<file path="config.mk">
export PLATFORM = sky130hd
export DESIGN_NAME = i2c_fifo_pair
export DESIGN_NICKNAME = d
export VERILOG_FILES = /design/src/rtl/fifo_pair_pkg.sv /design/src/rtl/fifo_thresh_cmp.sv /design/src/rtl/fifo_flush_seq.sv /design/src/rtl/fifo_byte_lane.sv /design/src/rtl/i2c_fifo_pair.sv
export SDC_FILE = /design/constraint.sdc
export NUM_CORES = 1
export LEC_CHECK = 0
export BUFFER_PORTS_ARGS = -buffer_cell sky130_fd_sc_hd__buf_2
export CAP_MARGIN = 20
export CORE_UTILIZATION = 67
export DETAILED_ROUTE_END_ITERATION = 7
export PLACE_DENSITY = 0.95
export SLEW_MARGIN = 25
export SYNTH_ARGS = -nofsm -noshare
export SYNTH_HDL_FRONTEND = slang
export SYNTH_HIERARCHICAL = 1
export SYNTH_SLANG_ARGS = --single-unit
</file>
<file path="constraint.sdc">
create_clock -name clk -period 4.5 [get_ports clk]
set_input_delay 0.225 -clock clk [delete_from_list [all_inputs] [get_ports clk]]
set_output_delay 0.225 -clock clk [all_outputs]
set_load 0.01 [all_outputs]
</file>
<file path="src/rtl/fifo_pair_pkg.sv">
package fifo_pair_pkg;
    localparam int unsigned DEF_DATA_W    = 8;
    localparam int unsigned DEF_DEPTH     = 16;
    localparam int unsigned DEF_THR_W     = 4;
    localparam int unsigned DEF_FLUSH_CYC = 4;

    typedef enum logic {
        CMP_AT_MOST  = 1'b0,
        CMP_AT_LEAST = 1'b1
    } cmp_mode_e;
endpackage

</file>
<file path="src/rtl/fifo_thresh_cmp.sv">
module fifo_thresh_cmp
    import fifo_pair_pkg::*;
#(
    parameter int unsigned LVL_W = 5,
    parameter int unsigned THR_W = 4,
    parameter cmp_mode_e   MODE  = CMP_AT_MOST
) (
    input  logic [LVL_W-1:0] level,
    input  logic [THR_W-1:0] thresh,
    output logic             hit
);
    localparam int unsigned CW = (LVL_W > THR_W) ? LVL_W : THR_W;

    logic [CW-1:0] lvl_x;
    logic [CW-1:0] thr_x;

    assign lvl_x = CW'(level);
    assign thr_x = CW'(thresh);

    generate
        if (MODE == CMP_AT_LEAST) begin : g_at_least
            assign hit = (lvl_x >= thr_x);
        end else begin : g_at_most
            assign hit = (lvl_x <= thr_x);
        end
    endgenerate
endmodule

</file>
<file path="src/rtl/fifo_flush_seq.sv">
module fifo_flush_seq #(
    parameter int unsigned CYCLES = 4
) (
    input  logic clk,
    input  logic rst_n,
    input  logic start,
    output logic busy,
    output logic done
);
    localparam int unsigned CW = (CYCLES > 1) ? $clog2(CYCLES) : 1;
    localparam logic [CW-1:0] LAST = CW'(CYCLES - 1);

    typedef struct packed {
        logic          busy;
        logic [CW-1:0] cnt;
    } seq_t;

    seq_t s_d, s_q;

    always_comb begin
        s_d = s_q;
        if (s_q.busy) begin
            if (s_q.cnt == LAST) begin
                s_d.busy = 1'b0;
                s_d.cnt  = '0;
            end else begin
                s_d.cnt = s_q.cnt + 1'b1;
            end
        end else if (start) begin
            s_d.busy = 1'b1;
            s_d.cnt  = '0;
        end
    end

    always_ff @(posedge clk) begin
        if (!rst_n) s_q <= '0;
        else        s_q <= s_d;
    end

    assign busy = s_q.busy;
    assign done = s_q.busy && (s_q.cnt == LAST);

    // the last counted cycle always ends the flush
    p_busy_ends_r6: assert property (@(posedge clk) disable iff (!rst_n)
        done |=> !busy);

    // a request during a running flush does not reset the count
    p_no_restart_r12: assert property (@(posedge clk) disable iff (!rst_n)
        (busy && start && !done) |=> (busy && s_q.cnt == CW'($past(s_q.cnt) + 1'b1)));
endmodule

</file>
<file path="src/rtl/fifo_byte_lane.sv">
module fifo_byte_lane
    import fifo_pair_pkg::*;
#(
    parameter int unsigned DW        = DEF_DATA_W,
    parameter int unsigned DEPTH     = DEF_DEPTH,
    parameter int unsigned THR_W     = DEF_THR_W,
    parameter int unsigned FLUSH_CYC = DEF_FLUSH_CYC,
    parameter cmp_mode_e   MODE      = CMP_AT_MOST
) (
    input  logic                       clk,
    input  logic                       rst_n,
    input  logic                       push,
    input  logic [DW-1:0]              wdata,
    input  logic                       pop,
    input  logic                       flush_req,
    input  logic [THR_W-1:0]           thresh,
    output logic [DW-1:0]              rdata,
    output logic [$clog2(DEPTH+1)-1:0] level,
    output logic                       empty,
    output logic                       full,
    output logic                       thr_hit,
    output logic                       flush_busy
);
    localparam int unsigned LVL_W = $clog2(DEPTH + 1);
    localparam int unsigned AW    = $clog2(DEPTH);
    localparam logic [LVL_W-1:0] LVL_FULL = LVL_W'(DEPTH);
    localparam logic [AW-1:0]    PTR_LAST = AW'(DEPTH - 1);

    typedef struct packed {
        logic [DEPTH-1:0][DW-1:0] mem;
        logic [AW-1:0]            rd;
        logic [AW-1:0]            wr;
        logic [LVL_W-1:0]         lvl;
    } lane_t;

    lane_t s_d, s_q;
    logic  flush_done;
    logic  blocked;
    logic  push_ok;
    logic  pop_ok;

    function automatic logic [AW-1:0] ptr_next(input logic [AW-1:0] p);
        return (p == PTR_LAST) ? '0 : p + 1'b1;
    endfunction

    fifo_flush_seq #(.CYCLES(FLUSH_CYC)) u_flush (
        .clk   (clk),
        .rst_n (rst_n),
        .start (flush_req),
        .busy  (flush_busy),
        .done  (flush_done)
    );

    assign blocked = flush_busy | flush_req;
    assign push_ok = push & ~blocked & (s_q.lvl != LVL_FULL);
    assign pop_ok  = pop & ~blocked & (s_q.lvl != '0);

    always_comb begin
        s_d = s_q;
        if (push_ok) begin
            s_d.mem[s_q.wr] = wdata;
            s_d.wr          = ptr_next(s_q.wr);
        end
        if (pop_ok) begin
            s_d.rd = ptr_next(s_q.rd);
        end
        case ({push_ok, pop_ok})
            2'b10:   s_d.lvl = s_q.lvl + 1'b1;
            2'b01:   s_d.lvl = s_q.lvl - 1'b1;
            default: s_d.lvl = s_q.lvl;
        endcase
        if (flush_done) begin
            s_d.rd  = '0;
            s_d.wr  = '0;
            s_d.lvl = '0;
        end
    end

    always_ff @(posedge clk) begin
        if (!rst_n) s_q <= '0;
        else        s_q <= s_d;
    end

    fifo_thresh_cmp #(.LVL_W(LVL_W), .THR_W(THR_W), .MODE(MODE)) u_cmp (
        .level  (s_q.lvl),
        .thresh (thresh),
        .hit    (thr_hit)
    );

    assign level = s_q.lvl;
    assign empty = (s_q.lvl == '0);
    assign full  = (s_q.lvl == LVL_FULL);
    assign rdata = (s_q.lvl == '0) ? '0 : s_q.mem[s_q.rd];

    // level never exceeds the depth
    p_level_bound_r1: assert property (@(posedge clk) disable iff (!rst_n)
        level <= LVL_FULL);

    // a push into a full queue without a pop keeps the level
    p_full_hold_r5: assert property (@(posedge clk) disable iff (!rst_n)
        (push && !pop && full && !blocked) |=> $stable(level));

    // when the flush ends, the queue is empty
    p_flush_clears_r6: assert property (@(posedge clk) disable iff (!rst_n)
        $fell(flush_busy) |-> (level == '0));

    // level frozen while a flush runs, except at its end
    p_frozen_r7: assert property (@(posedge clk) disable iff (!rst_n)
        (flush_busy && !flush_done) |=> $stable(level));

    // popping an empty queue leaves it empty and reading 0
    p_empty_pop_r8: assert property (@(posedge clk) disable iff (!rst_n)
        (pop && !push && empty && !blocked) |=> (empty && rdata == '0));
endmodule

</file>
<file path="src/rtl/i2c_fifo_pair.sv">
module i2c_fifo_pair
    import fifo_pair_pkg::*;
#(
    parameter int unsigned DW        = DEF_DATA_W,
    parameter int unsigned DEPTH     = DEF_DEPTH,
    parameter int unsigned THR_W     = DEF_THR_W,
    parameter int unsigned FLUSH_CYC = DEF_FLUSH_CYC
) (
    input  logic                       clk,
    input  logic                       rst_n,
    input  logic                       tx_push,
    input  logic [DW-1:0]              tx_wdata,
    input  logic                       tx_pop,
    output logic [DW-1:0]              tx_rdata,
    input  logic                       rx_push,
    input  logic [DW-1:0]              rx_wdata,
    input  logic                       rx_pop,
    output logic [DW-1:0]              rx_rdata,
    input  logic [THR_W-1:0]           tx_thresh,
    input  logic [THR_W-1:0]           rx_thresh,
    input  logic                       tx_flush_req,
    input  logic                       rx_flush_req,
    output logic                       tx_flush_busy,
    output logic                       rx_flush_busy,
    output logic [$clog2(DEPTH+1)-1:0] tx_level,
    output logic [$clog2(DEPTH+1)-1:0] rx_level,
    output logic                       tx_empty,
    output logic                       tx_low,
    output logic                       tx_full,
    output logic                       rx_empty,
    output logic                       rx_high,
    output logic                       rx_full,
    output logic                       tx_overrun
);
    logic ovr_d, ovr_q;

    fifo_byte_lane #(
        .DW(DW), .DEPTH(DEPTH), .THR_W(THR_W),
        .FLUSH_CYC(FLUSH_CYC), .MODE(CMP_AT_MOST)
    ) u_tx (
        .clk        (clk),
        .rst_n      (rst_n),
        .push       (tx_push),
        .wdata      (tx_wdata),
        .pop        (tx_pop),
        .flush_req  (tx_flush_req),
        .thresh     (tx_thresh),
        .rdata      (tx_rdata),
        .level      (tx_level),
        .empty      (tx_empty),
        .full       (tx_full),
        .thr_hit    (tx_low),
        .flush_busy (tx_flush_busy)
    );

    fifo_byte_lane #(
        .DW(DW), .DEPTH(DEPTH), .THR_W(THR_W),
        .FLUSH_CYC(FLUSH_CYC), .MODE(CMP_AT_LEAST)
    ) u_rx (
        .clk        (clk),
        .rst_n      (rst_n),
        .push       (rx_push),
        .wdata      (rx_wdata),
        .pop        (rx_pop),
        .flush_req  (rx_flush_req),
        .thresh     (rx_thresh),
        .rdata      (rx_rdata),
        .level      (rx_level),
        .empty      (rx_empty),
        .full       (rx_full),
        .thr_hit    (rx_high),
        .flush_busy (rx_flush_busy)
    );

    always_comb begin
        ovr_d = tx_push & tx_full & ~tx_flush_busy & ~tx_flush_req;
    end

    always_ff @(posedge clk) begin
        if (!rst_n) ovr_q <= 1'b0;
        else        ovr_q <= ovr_d;
    end

    assign tx_overrun = ovr_q;

    // a write into a full transmit queue raises the overrun pulse
    p_overrun_seen_r5: assert property (@(posedge clk) disable iff (!rst_n)
        (tx_push && tx_full && !tx_flush_busy && !tx_flush_req) |=> tx_overrun);

    // the pulse never follows a cycle where the queue was not full
    p_overrun_cause_r5: assert property (@(posedge clk) disable iff (!rst_n)
        !tx_full |=> !tx_overrun);
endmodule

</file>
Word level (Yosys, flattened, before mapping)
Cells that the tools add are included.

storage, ports and cells
  memories kept = 0
  bits in registers = 289
  word-level logic and storage cells = 133
  ROM bits = 0
  output and inout port bits = 35
  bits in latches = 0
  input port bits = 32
  memory bits (writable) = 0

cells by class
  reduce and logical (&&, ||, !) cells = 14
  bitwise logic cells = 18
  div/mod/pow operators = 0
  multiplexer cells = 26
  equality and inequality tests = 14
  shift operators = 0
  multiply operators = 0
  $lt $le $gt $ge = 8
  $add $sub $neg = 10

operators with widths
  cell                                                                                  number
  128-bit bitwise mux                                                                   2
  8-bit binary-select mux with 4-bit select                                             2
  8-bit demux with 4-bit select                                                         2
  8-bit two-way mux                                                                     6
  4-bit by 5-bit < comparator with 1-bit output (second input constant)                 4
  5-bit one-hot mux with 2 select lines                                                 2
  4-bit by 1-bit adder with 4-bit output (second input constant)                        4
  4-bit equality test (second input constant)                                           4
  4-bit two-way mux                                                                     4
  3-bit two-way mux                                                                     4
  1-bit bitwise AND                                                                     11
  5-bit by 1-bit adder with 5-bit output (second input constant)                        2
  5-bit equality test (second input constant)                                           2
  5-bit logical NOT                                                                     2
  5-bit inequality test (second input constant)                                         2
  5-bit nonzero test                                                                    2
  5-bit by 1-bit subtractor with 5-bit output (second input constant)                   2
  2-bit equality test (second input constant)                                           4
  4-bit by 1-bit greater-or-equal comparator with 1-bit output (second input constant)  2
  2-bit nonzero test                                                                    4
  5-bit by 4-bit greater-or-equal comparator with 1-bit output                          1
  5-bit by 4-bit <= comparator with 1-bit output                                        1
  1-bit inverter                                                                        5
  2-bit by 1-bit adder with 2-bit output (second input constant)                        2
  6 further kinds                                                                       14

Longest topological paths before layout
  word-level depth = 6
  mapped depth = 13
  mapped depth without buffers = 10

By module
Netlist, hierarchy kept.

modules (own cells, without submodules)
  module                         cells an instance  area an instance (µm²)  instances  sequential area each (µm²)
  fifo_byte_lane at u_rx         625                7,188.1                 1          2,822.7
  fifo_byte_lane at u_tx         637                6,757.7                 1          2,822.7
  fifo_flush_seq                 13                 143.9                   2          60.1
  fifo_thresh_cmp at u_rx.u_cmp  14                 116.4                   1          0.0
  fifo_thresh_cmp at u_tx.u_cmp  15                 116.4                   1          0.0
  i2c_fifo_pair                  3                  32.5                    1          20.0

Worst setup path after synthesis
OpenSTA, ideal clock, no wires.

  path type = reg2reg
  start = register u_rx.s_q (netlist bit u_rx/level[1])
  end = register u_rx.s_q (netlist bit u_rx/level[2])
  arrival time = 2.787 ns
  clock period less this slack = 2.858 ns
  path buffers = 2
  required time = 4.429 ns
  setup slack = 1.642 ns
  cell stages (with the launch flop) = 13
  library setup time = 0.071 ns
  cells stage by stage = dfxtp_1 buf_4 or4_1 o21ai_1 inv_1 ha_1 clkbuf_1 xor2_1 ha_1 a21o_1 xnor2_1 or3_1 a21oi_1

on the way
  word-level cells in the longest chain between the ends = 4
  elaborated cells on any way between the ends = 10
  those cells by class = add/sub: 2; eq/ne: 3; mux: 1; bitwise: 2; reduce/logical: 2

ends and longest elaborated chain
  what                                                                                   line                  source
  start, declared                                                                        fifo_byte_lane.sv:36  lane_t s_d, s_q;
  start signal, assigned                                                                 fifo_byte_lane.sv:80  if (!rst_n) s_q <= '0;
  start signal, assigned                                                                 fifo_byte_lane.sv:81  else s_q <= s_d;
  5-bit nonzero test *                                                                   fifo_byte_lane.sv:56  assign pop_ok = pop & ~blocked & (s_q.lvl != '0);
  1-bit bitwise AND *                                                                    fifo_byte_lane.sv:56
  via u_rx.pop_ok                                                                        fifo_byte_lane.sv:40  logic pop_ok;
  2-bit by 1-bit equality test with 1-bit output or 2-bit equality test (tied branches)  fifo_byte_lane.sv:67  case ({push_ok, pop_ok})
  5-bit one-hot mux with 2 select lines or 2-bit nonzero test (tied branches)            n/a

The timed path passes the listed nets; every way through them passes the cells marked *.
A chain may end at the register's enable or synchronous reset.

Worst setup path in the final report
  start = register u_rx/s_q[10] (netlist bit)
  end = output port rx_rdata[4]

on the way
  word-level cells in the longest chain between the ends = 3

ends and longest elaborated chain
  what                                       line                  source
  8-bit binary-select mux with 4-bit select  fifo_byte_lane.sv:93  assign rdata = (s_q.lvl == '0) ? '0 : s_q.mem[s_q.rd];
  8-bit two-way mux (not written as such)    fifo_byte_lane.sv:93
  8-bit two-way mux                          fifo_byte_lane.sv:93
  end, declared                              i2c_fifo_pair.sv:18   output logic [DW-1:0] rx_rdata,

No other way between the ends. The select of a mux whose other input is x is not followed.

==> impl_results.md <==
* Status: complete, no violations
* Top Layer Used: met4
* Fin util at 73.7%
* Clock Tree Buf Depth at 3
* Fin cells at roughly 1.6k
* Final net count at ~1.4k
* Critical path endpoint category: output pin
* Net Switching at approximately 1.4 mW
* Max_cap viols at 0
* RSZ-0062 raised after global routing: false
* Vias in the first global route at 10.4k
* Final hold violations at 0
* Area of the mapped netlist at 0.0145 sq mm
* GR Util All Layers at between 20% and 30%
* Vias at 10.0k
* Global placement routability congestion at ~0.82
* WHS at roughly 0.051 ns
* Layout cell share with drive strength beyond 1 at a little under a fifth
* Power Total at between 5 and 6 mW
* First-pass GRT wire length at ~52000 microns
* Int Pwr at around 4.2 mW
* DP Area at between 0.01 and 0.015 sq mm
* PD cells at ~360 mW/mm^2
* Synthesized instance count at 1320
* Minimum clock period at around 3.3 ns
* Setup Total Neg Slack at 0 ns
* Syn avg cell area at 11.0 sq um
* Die X at about 150 microns
* Skew-Pair Late Insertion Delay at around 0.55 ns
* Number of synthesized flops with an enable pin at 0
* Tightest Hold Check Type: in -> reg
* DRT met1 WL at 13100 microns
* Average wire per standard cell at just over 20 microns
* CTS tree: built
* Unique masters post-synth at about 70
* Max VDD drop at 0.352 mV
* TritonCTS Buffers at 30
* P&R area growth vs syn at 7.15%
* CP Launch Type: flip-flop
* Leak at 5.13 nW
* Critical Path Fanout Max at 24
* Max H-tree Level at 1
* Final worst slack at 1.24 ns
* Die H at between 100 and 150 microns
* Sink Count at between 200 and 300
* Switching share of power at 25.2%
* Initial antenna violation count at 0
* Syn nets at 1379
* Grt ovf at 0
* Core footprint at 0.0211 sq mm
* Largest net degree at the start of global routing at between 100 and 150
* Wire length on met3 at ~1700 microns
* Reg power frac at about 47%
* Fmax at just over 300 MHz
* Yosys reg bits at between 200 and 300
* Hold path depth at 3
* PostCTS Resize Cnt at 0
* Synth top area cells: dfxtp_1, mux2i_1, mux4_2
* Pre-CTS setup slack at 1.38 ns
* Worst slew pin tran at roughly 1.1 ns
* Commonest non-fill, non-tap cell in the layout: dfxtp_1
* Synth Warn # at 6
* Initial core utilization at between 60% and 70%
* Clock power share at a little over two fifths
* DRC Markers at 0
* Detailed Route WL at 33000 microns
* Hpwl dp at 19800 microns
* First-pass detailed-route iteration total at 5
* Post-route cell area at about 0.016 sq mm
* Total die area at roughly 0.022 sq mm
* Vias per cell at approximately 6.2
* CTS root buffer: clkbuf_16
* Final setup fails at 0
* Initial drt markers at around 550
* Asr flop ratio synth at 0%
* Crit Path Class: reg -> out
* I/O pin cnt at 67
* DRT antenna net count at 0
* Max-slew violations at 0
* R2r worst-path depth at 10
* Top cell type's share of synthesized area at about two fifths
* Slew HR at between 20% and 30%
* Crit path DAT at slightly above 3 ns
* N_diodes at 0
* Clock slew seen by the registers of the worst setup and hold paths at about 0.060 ns
* Most frequent cells in the layout: dfxtp_1, mux2i_1, nor2b_1
* Post-synthesis sequential area ratio at between 30% and 40%
* Cell Rows at 53
* Filler cell count at between 1k and 1.5k
* Combinational group share of total power at under 10%
* Dominant synthesized flop cell: dfxtp_1
* Req. time, crit path at approximately 4.3 ns
* DP Cell Count at between 1.5k and 2k
* Area leader, netlist: dfxtp_1
* Clk_skew at between 0.01 and 0.015 ns
* Final period util at around 72%
* WL met2 at ~17000 microns
* IO buf count at 66
## logic make-up after synthesis
group	synth area share [%]
flops	39.9
buf+inv	5.81
simple gates	14.8
fa+ha+maj	2.33
compound gates	7.19
mux	29.2
xor+xnor	0.725
## power groups by stage
stage | clock, mW | sequential [mW] | combinational, mW
finish | 2.40 | 2.65 | 0.537
global route | 2.53 | 2.66 | 0.584
CTS | 2.43 | 2.65 | 0.534
detailed placement | 0 | 2.71 | 0.525
global placement | 0 | 2.70 | 0.512
floorplan | 0 | 2.67 | 0.451
## routing by layer
layer  GRT usage, %  vias to the layer above
li1               -                     4623
met1           34.8                     4955
met2           53.5                      349
met3           4.34                      110
met4           14.0                        0
met5              0                        -
## sequential cells by signal, indices dropped and copies added, names as in the netlist
signal and cells:
u_rx/s_q 136, tx_overrun 1, u_rx/u_flush/busy 1, u_rx/level 5
u_tx/s_q 136, u_tx/u_flush/s_q 2, u_rx/u_flush/s_q 2, u_tx/u_flush/busy 1
u_tx/level 5
## repair_timing
item,in CTS,in global routing
endpoints found under the hold margin,2,0
setup buffers,0,0
hold buffers,3,0
## path summary, 6_finish.rpt
path,from,end,slack [ns]
min,rx_flush_req,u_rx/u_flush/busy$_SDFF_PN0_,0.05
max,u_rx/s_q[10]$_SDFFE_PP0P_,rx_rdata[4],1.24
max reg2reg,u_tx/u_flush/busy$_SDFF_PN0_,u_tx/level[4]$_SDFFE_PP0P_,1.34
min reg2reg,u_tx/s_q[25]$_SDFFE_PN0P_,u_tx/s_q[25]$_SDFFE_PN0P_,0.46
## Yosys cell counts (all sizes together), types with 5 or more instances
cell,instances
dfxtp,289
nand3,18
a21oi,26
buf,67
o21ai,25
clkbuf,56
mux4,64
nor3,9
inv,24
nand4bb,6
nand2b,13
mux2,8
ha,27
mux2i,270
nor2,16
xnor2,6
xor2,6
a2111oi,8
a211oi,30
and2,5
nor2b,142
nand2,138
and3,17
## final cells by class
cell class	instances	area [sq um]	area share [%]
multi-input cells	884	7880	50.7
well taps	275	344	2.21
flip-flops and latches	289	5790	37.3
clock buffers	44	905	5.82
clock inverters	11	63.8	0.411
inverters	24	90.1	0.580
repair buffers	81	457	2.94
## critical path, cell delays in order (launching register included)
cell and delay, ns:
dfxtp_2 0.82, buf_4 0.37, mux4_2 0.55, mux2_2 0.29, o21ai_0 0.19, a21oi_1 0.07, buf_2 0.18
Note: power is estimated with default switching activity, not from simulation.
